--- src/rtl/mbc_pkg.sv ---
package mbc_pkg;

    // Width of the half-period counters; the longest half period is 24.
    localparam int HALF_W   = 5;
    localparam int MIN_HALF = 2;
    localparam int MAX_HALF = 24;

    typedef logic [HALF_W-1:0] half_t;

    typedef enum logic {
        PH_LOW  = 1'b0,
        PH_HIGH = 1'b1
    } phase_e;

    // Control inputs as they travel through the synchroniser.
    typedef struct packed {
        logic       pre;
        logic       sa;
        logic       sb;
        logic       sc;
        logic [1:0] fb;
        logic       oe;
    } ctl_t;

    // Half period of banks A and B in source cycles.
    function automatic half_t half_ab(input logic pre, input logic sel);
        half_t base;
        base = sel ? half_t'(4) : half_t'(2);
        return pre ? half_t'(base << 1) : base;
    endfunction

    // Half period of bank C in source cycles.
    function automatic half_t half_c(input logic pre, input logic sel);
        half_t base;
        base = sel ? half_t'(6) : half_t'(4);
        return pre ? half_t'(base << 1) : base;
    endfunction

    // Half period of the feedback output in source cycles.
    function automatic half_t half_fb(input logic pre, input logic [1:0] code);
        half_t base;
        case (code)
            2'd0:    base = half_t'(4);
            2'd1:    base = half_t'(6);
            2'd2:    base = half_t'(8);
            default: base = half_t'(12);
        endcase
        return pre ? half_t'(base << 1) : base;
    endfunction

endpackage

--- src/rtl/mbc_sync.sv ---
module mbc_sync #(
    parameter int W      = 1,
    parameter int STAGES = 2
) (
    input  logic         clk,
    input  logic [W-1:0] d,
    output logic [W-1:0] q
);

    logic [W-1:0] pipe [STAGES];

    // Plain flop chain; all bits advance on the same edge.
    always_ff @(posedge clk) begin
        pipe[0] <= d;
        for (int s = 1; s < STAGES; s++) begin
            pipe[s] <= pipe[s-1];
        end
    end

    assign q = pipe[STAGES-1];

endmodule

--- src/rtl/mbc_div_lane.sv ---
module mbc_div_lane
    import mbc_pkg::*;
#(
    parameter int HW = HALF_W
) (
    input  logic          clk,
    input  logic          rst,
    input  logic [HW-1:0] half_i,
    input  logic          en_i,
    output logic          clk_o,
    output logic          valid_o
);

    logic [HW-1:0] cnt_q;
    logic [HW-1:0] half_q;
    phase_e        ph_q;
    logic          lvl_q;
    logic          vld_q;
    logic          expire;

    assign expire = (cnt_q == '0);

    // The half period and the enable are taken in only where a low
    // phase ends, so the following high phase is always whole.
    always_ff @(posedge clk) begin
        if (rst) begin
            cnt_q  <= half_i - HW'(1);
            half_q <= half_i;
            ph_q   <= PH_LOW;
            lvl_q  <= 1'b0;
            vld_q  <= 1'b0;
        end else begin
            vld_q <= 1'b1;
            if (expire) begin
                if (ph_q == PH_LOW) begin
                    ph_q   <= PH_HIGH;
                    half_q <= half_i;
                    cnt_q  <= half_i - HW'(1);
                    lvl_q  <= en_i;
                end else begin
                    ph_q   <= PH_LOW;
                    cnt_q  <= half_q - HW'(1);
                    lvl_q  <= 1'b0;
                end
            end else begin
                cnt_q <= cnt_q - HW'(1);
            end
        end
    end

    assign clk_o   = lvl_q;
    assign valid_o = vld_q;

endmodule

--- src/rtl/multi_bank_clkdiv.sv ---
module multi_bank_clkdiv
    import mbc_pkg::*;
#(
    parameter int SYNC_STAGES = 2
) (
    input  logic       clk_src,
    input  logic       mreset_n,
    input  logic       oe,
    input  logic       pre_sel,
    input  logic       sel_a,
    input  logic       sel_b,
    input  logic       sel_c,
    input  logic [1:0] fb_sel,
    output logic       clk_a,
    output logic       clk_b,
    output logic       clk_c,
    output logic       clk_fb,
    output logic [3:0] out_valid
);

    localparam int NBANK = 3;
    localparam int CTL_W = $bits(ctl_t);

    logic rst;
    ctl_t ctl_raw;
    ctl_t ctl_s;

    assign rst = ~mreset_n;

    assign ctl_raw = '{pre: pre_sel, sa: sel_a, sb: sel_b, sc: sel_c,
                       fb: fb_sel, oe: oe};

    mbc_sync #(
        .W      (CTL_W),
        .STAGES (SYNC_STAGES)
    ) u_sync (
        .clk (clk_src),
        .d   (ctl_raw),
        .q   (ctl_s)
    );

    logic [NBANK-1:0] bank_sel;
    logic [NBANK-1:0] bank_clk;
    logic [NBANK-1:0] bank_vld;
    half_t            bank_half [NBANK];
    half_t            fb_half;
    logic             fb_clk;
    logic             fb_vld;

    assign bank_sel = {ctl_s.sc, ctl_s.sb, ctl_s.sa};
    assign fb_half  = half_fb(ctl_s.pre, ctl_s.fb);

    for (genvar g = 0; g < NBANK; g++) begin : g_bank
        if (g == NBANK - 1) begin : g_dec_c
            assign bank_half[g] = half_c(ctl_s.pre, bank_sel[g]);
        end else begin : g_dec_ab
            assign bank_half[g] = half_ab(ctl_s.pre, bank_sel[g]);
        end

        mbc_div_lane #(
            .HW (HALF_W)
        ) u_lane (
            .clk     (clk_src),
            .rst     (rst),
            .half_i  (bank_half[g]),
            .en_i    (ctl_s.oe),
            .clk_o   (bank_clk[g]),
            .valid_o (bank_vld[g])
        );
    end

    mbc_div_lane #(
        .HW (HALF_W)
    ) u_fb_lane (
        .clk     (clk_src),
        .rst     (rst),
        .half_i  (fb_half),
        .en_i    (1'b1),
        .clk_o   (fb_clk),
        .valid_o (fb_vld)
    );

    assign clk_a     = bank_clk[0];
    assign clk_b     = bank_clk[1];
    assign clk_c     = bank_clk[2];
    assign clk_fb    = fb_clk;
    assign out_valid = {fb_vld, bank_vld};

endmodule

--- config.mk ---
export PLATFORM = sky130hd
export DESIGN_NAME = multi_bank_clkdiv
export DESIGN_NICKNAME = d
export VERILOG_FILES = /design/src/rtl/mbc_pkg.sv /design/src/rtl/mbc_sync.sv /design/src/rtl/mbc_div_lane.sv /design/src/rtl/multi_bank_clkdiv.sv
export SDC_FILE = /design/constraint.sdc
export NUM_CORES = 1
export LEC_CHECK = 0
export ABC_AREA = 1
export BUFFER_PORTS_ARGS = -buffer_cell sky130_fd_sc_hd__buf_2
export CORE_ASPECT_RATIO = 1.25
export CORE_MARGIN = 1.5
export CORE_UTILIZATION = 56
export DETAILED_ROUTE_END_ITERATION = 8
export PLACE_DENSITY = 0.74
export SLEW_MARGIN = 20
export SYNTH_ARGS = -nofsm -noshare
export SYNTH_HDL_FRONTEND = slang
export SYNTH_HIERARCHICAL = 1
export SYNTH_SLANG_ARGS = --single-unit
--- constraint.sdc ---
create_clock -name clk_src -period 1.5 [get_ports clk_src]
set_input_delay 0.3 -clock clk_src [delete_from_list [all_inputs] [get_ports clk_src]]
set_output_delay 0.3 -clock clk_src [all_outputs]
set_load 0.03 [all_outputs]
**After elaboration in Yosys (flattened, before gate mapping)**

Memory sizes are Yosys's and may differ from the RTL's.
Index checks and enable logic that the tools add are counted.

- Mux-type cells: 40
- Eq/ne operators: 10
- Reductions and logical operators: 9
- $add $sub $neg: 12

Operator list:

| operator | count |
|---|---|
| 5-bit 2-to-1 mux | 25 |
| 5-bit by 1-bit subtractor with 5-bit output (second input constant) | 9 |
| 5-bit zero test | 4 |
| 4-bit by 1-bit subtractor with 5-bit output (second input constant) | 3 |
| 4-bit 2-to-1 mux | 3 |
| 4-bit case mux with 3 select lines | 1 |
| 1-bit 2-to-1 mux | 8 |
| 2-bit by 1-bit != test with 1-bit output (second input constant) | 4 |
| 2-bit != test (second input constant) | 4 |
| 2-bit AND reduction | 4 |
| 3-bit 2-to-1 mux | 2 |
| 2-bit by 1-bit == test with 1-bit output (second input constant) | 1 |
| 2-bit == test (second input constant) | 1 |
| 2-bit zero test | 1 |
| 2-bit 2-to-1 mux | 1 |

- Output and inout port bits: 8
- Memory bits (writable): 14
- Register bits: 48
- Word-level logic and storage cells: 88
- Memories: 1
- Input port bits: 9

Memories:

| name | words | bits a word | read ports | clocked after memory_dff | write ports | line | text |
|---|---|---|---|---|---|---|---|
| u_sync.pipe | 2 | 7 | 2 | 0 | 2 | mbc_sync.sv:10 | `logic [W-1:0] pipe [STAGES];` |

**Logic depth before layout (Yosys ltp)**

An unclocked memory read counts as a cell.

- Word-level depth: 8
- Depth in mapped cells: 12
- Depth with buffers taken out: 11

**Cells and area by module**

Netlist, hierarchy kept.

By module, submodules not included:

| module | area an instance (um2) | instances | cells an instance |
|---|---|---|---|
| mbc_div_lane | 732.0 | 4 | 96 |
| mbc_sync | 332.8 | 1 | 21 |
| multi_bank_clkdiv | 137.6 | 1 | 25 |

**Worst setup path after synthesis**

OpenSTA, ideal clock, no wires.

- Kind: register to register
- Start: memory u_sync/pipe[0][13] (netlist bit)
- End: register u_fb_lane.cnt_q[1]
- Setup time: 0.114 ns
- Path slack: -0.009 ns
- Stages on the path, launching flop included: 13
- Arrival: 1.395 ns
- Data required time: 1.386 ns
- Path buffers: 1
- Cell sequence: dfxtp_1 -> buf_4 -> or2_1 -> nor2_2 -> inv_1 -> ha_1 -> inv_1 -> nand2_1 -> o21ai_1 -> nand2_1 -> o21ai_1 -> nand2_1 -> nand2_1

RTL lines:

| element | line | text |
|---|---|---|
| start: declaration | mbc_sync.sv:10 |  |
| end signal: assignment | mbc_div_lane.sv:27 | `cnt_q <= half_i - HW'(1);` |
| end signal: assignment | mbc_div_lane.sv:38 | `cnt_q <= half_i - HW'(1);` |
| end signal: assignment | mbc_div_lane.sv:42 | `cnt_q <= half_q - HW'(1);` |
| end: declaration | mbc_div_lane.sv:14 | `logic [HW-1:0] cnt_q;` |

==> out/results.md <==
| Item | Reported |
|:---|:---|
| Total of flip-flops plus latches after synthesis | 66 |
| Nets@finish | 505 |
| Commonest non-fill, non-tap cells in the layout | sky130_fd_sc_hd__nand2_1 (148), sky130_fd_sc_hd__inv_1 (60), sky130_fd_sc_hd__dfxtp_1 (44) |
| Routed vias | 2637 |
| Clock-pin slew on the worst setup and hold paths | 70 ps |
| Worst EP required | 1730 ps |
| Area Growth Syn to Fin | 15.02% |
| Floorplan die area | 6548 sq um |
| Met1 WL | 2558 microns |
| Fraction of final layout cells sized beyond drive strength 1 | 15.88% |
| Highest fanout seen on the critical path | 5 |
| Most Frequent Cell on Critical Path | sky130_fd_sc_hd__nand2_1 |
| Multi-input gate area | 1640 sq um |
| Cell area after synthesis | 3398 sq um |
| Type of the tightest min-delay check | input port to flip-flop |
| H-tree levels | 3 |
| Initial antenna violation count | 0 |
| # fillers | 523 |
| Number of rows in the core area | 31 |
| Number of warnings printed during yosys synthesis | 6 |
| Worst VDD drop | 0.8684 mV |
| Met3 layer wire length in the routed design | 169 microns |
| Gate count of the mapped netlist | 430 |
| # IOs | 17 |
| Total DRC errors in the routed layout | 0 |
| Number of library cell types mapped by synthesis | 23 |
| Highest routed metal layer | met4 |
| Final HPWL from detailed placement | 4665 microns |
| Total length of routed met2 wires | 3209 microns |
| Proportion of synthesized chip area in sequential cells | 44.77% |
| Result of the run | finished clean |
| Type of the worst setup path | flip-flop to flip-flop |
| Die Y-Extent | 90.10 microns |
| Hold bufs inserted after CTS | 0 |
| Count of routing violations after the opening detailed-route iteration | 79 |
| Non-filler instance count after layout | 551 |
| Total track usage | 21.19% |
| Final-report max-slew violation count | 0 |
| Leak Pwr | 1.885 nW |
| Via count of the first global-routing pass | 2634 |
| Biggest area contributors in the synthesized netlist | sky130_fd_sc_hd__dfxtp_1 (27%), sky130_fd_sc_hd__edfxtp_1 (18%), sky130_fd_sc_hd__nand2_1 (16%) |
| Category of the worst setup path launch point | flip-flop |
| Setup repair after global routing missed its margin | true |
| Routed WL | 6070 microns |
| # setup viols final | 0 |
| Residual antenna-violating net count after detailed routing | 0 |
| DR WL/cell | 11.02 microns |
| Cells traversed along the worst timing path | or2_1, nor2_2, inv_2, ha_4, inv_2, nand2_1, o21ai_1, nand2_1, o21ai_2, nand2_1, nand2_1 |
| Clock latency on the worst-skew pair | 340 ps |
| Slowest stage delay, CP | 340 ps |
| Sequential cell area | 1524 sq um |
| Sort of element at the end of the critical path | flip-flop |
| Remaining Overflow, GRT | 0 |
| Clock Sink Count | 66 |
| Initial standard-cell utilization of the core | 58.41% |
| Total placed cells including tap cells | 534 |
| Final cycle utilization of the critical path | 99.28% |
| Routability Congestion | 0.8154 |
| Clock tree root driver cell | sky130_fd_sc_hd__clkbuf_8 |
| Largest net degree at the start of global routing | 13 |
| Port Buffer Count | 16 |
| Arrival time reported for the critical path endpoint | 1720 ps |
| Power consumption | 4.970 mW |
| Placement-stage cell area | 3662 sq um |
| Minimum period implied by the final worst setup slack | 1489 ps |
| Fraction of synthesized cell area taken by the top area cell type | 27.10% |
| Buffer depth of the longest clock path | 2 |
| Setup clock skew after layout | 7.204 ps |
| Slowest cell on the critical path | sky130_fd_sc_hd__dfxtp_2 |
| Top cell type by total area after synthesis | sky130_fd_sc_hd__dfxtp_1 |
| Hold Worst Slack | 53.36 ps |
| Wire length of the first global-routing pass | 10760 microns |
| Power density of the placed cells | 1272 nW/um^2 |
| Kind of cell adding the most delay to the critical path | simple AND/OR/NAND/NOR gates |
| Average cell area after synthesis | 7.903 sq um |
| Die X-Extent | 72.68 microns |
| Total clock buffers created by CTS | 9 |
| Final cell area excluding filler cells | 3909 sq um |
| Average via count per standard cell | 4.786 |
| Diode insertion count for antenna repair | 0 |
| Final hold vios | 0 |
| Buffers and inverters on the worst path | 2 |
| Most common library cell in the layout ignoring fill and taps | sky130_fd_sc_hd__nand2_1 |
| Reported max-cap violation count | 0 |
| First-pass DRT Iterations | 4 |
| Core Region | 5818 sq um |
| TritonCTS clock tree | done |
| Highest attainable clock frequency | 671.5 MHz |
| Final Core Density | 67.18% |
## synth_stat cells, drive strengths merged
cell type    n
a21oi        8
buf          8
clkinv       8
conb         2
dfxtp       46
edfxtp      20
ha          16
inv         63
nand2      148
nand3       24
nand3b       8
nand4        4
nor2        30
o21ai       28
or2          1
xnor2        8
xor2         8
## where the power goes
group	internal (mW)	leakage [nW]	switching, mW
clock network	0.860	0.104	0.650
registers	2.08	0.584	0.186
logic	0.477	1.20	0.714
total	3.42	1.88	1.55
## area by class of cell
type | instances | share of cell area (%)
multi-input cells | 302 | 41.97
flip-flops and latches | 66 | 38.99
repair buffers | 30 | 4.738
clock buffers | 11 | 3.905
inverters | 71 | 6.946
clock inverters | 5 | 1.344
well taps | 66 | 2.113
## per-layer routing
metal | vias to the layer above | global-route usage [%]
met5 | - | 0
met4 | 0 | 8.962
met3 | 11 | 4.933
met2 | 28 | 37.61
met1 | 1185 | 23.58
li1 | 1413 | -
## metrics by stage
stage / setup TNS, ps / setup WS [ps]
6_report: 0 / 10.74
5_1_grt: -277.3 / -91.38
4_1_cts: -3.193 / -3.193
3_5_place_dp: -1.573 / -1.573
3_3_place_gp: 0 / 69.11
2_1_floorplan: 0 / 9.362
## flip-flops by register name, summed over array words and instances (netlist names)
| register | count |
|---|---|
| g_bank.u_lane/cnt_q | 15 |
| g_bank.u_lane/half_q | 15 |
| u_fb_lane/half_q | 5 |
| u_fb_lane/ph_q | 1 |
| u_fb_lane/cnt_q | 5 |
| u_fb_lane/valid_o | 1 |
| u_fb_lane/clk_o | 1 |
| g_bank.u_lane/valid_o | 3 |
| g_bank.u_lane/clk_o | 3 |
| g_bank.u_lane/ph_q | 3 |
| u_sync/pipe | 14 |
## what timing repair did
item | CTS | global route
endpoints found under the setup margin | 2 | 6
gates resized for setup | 1 | 11
buffers inserted | 0 | 1
## logic make-up (layout without fill, tap and decap cells)
group	count (synthesis)	in the layout	synth area share [%]
AND/OR/NAND/NOR	215	215	28.61
buffers and inverters	79	117	9.757
flip-flops	66	66	44.77
AO/OA/AOI/OAI	36	36	6.628
adder cells (fa/ha/maj)	16	16	5.891
XOR/XNOR	16	16	4.124
other	2	19	0.2210
## final timing paths
path	from	endpoint	slack [ps]	cells after the start
worst min-delay path	sel_c	u_sync/pipe[0][3]	50	1
worst max-delay path	u_sync/pipe[0][13]	u_fb_lane/cnt_q[1]	10	11
worst max register to register	u_sync/pipe[0][13]	u_fb_lane/cnt_q[1]	10	11
worst min register to register	u_sync/pipe[0][4]	u_sync/pipe[0][11]	330	0
(Power assumes the default switching activity.)
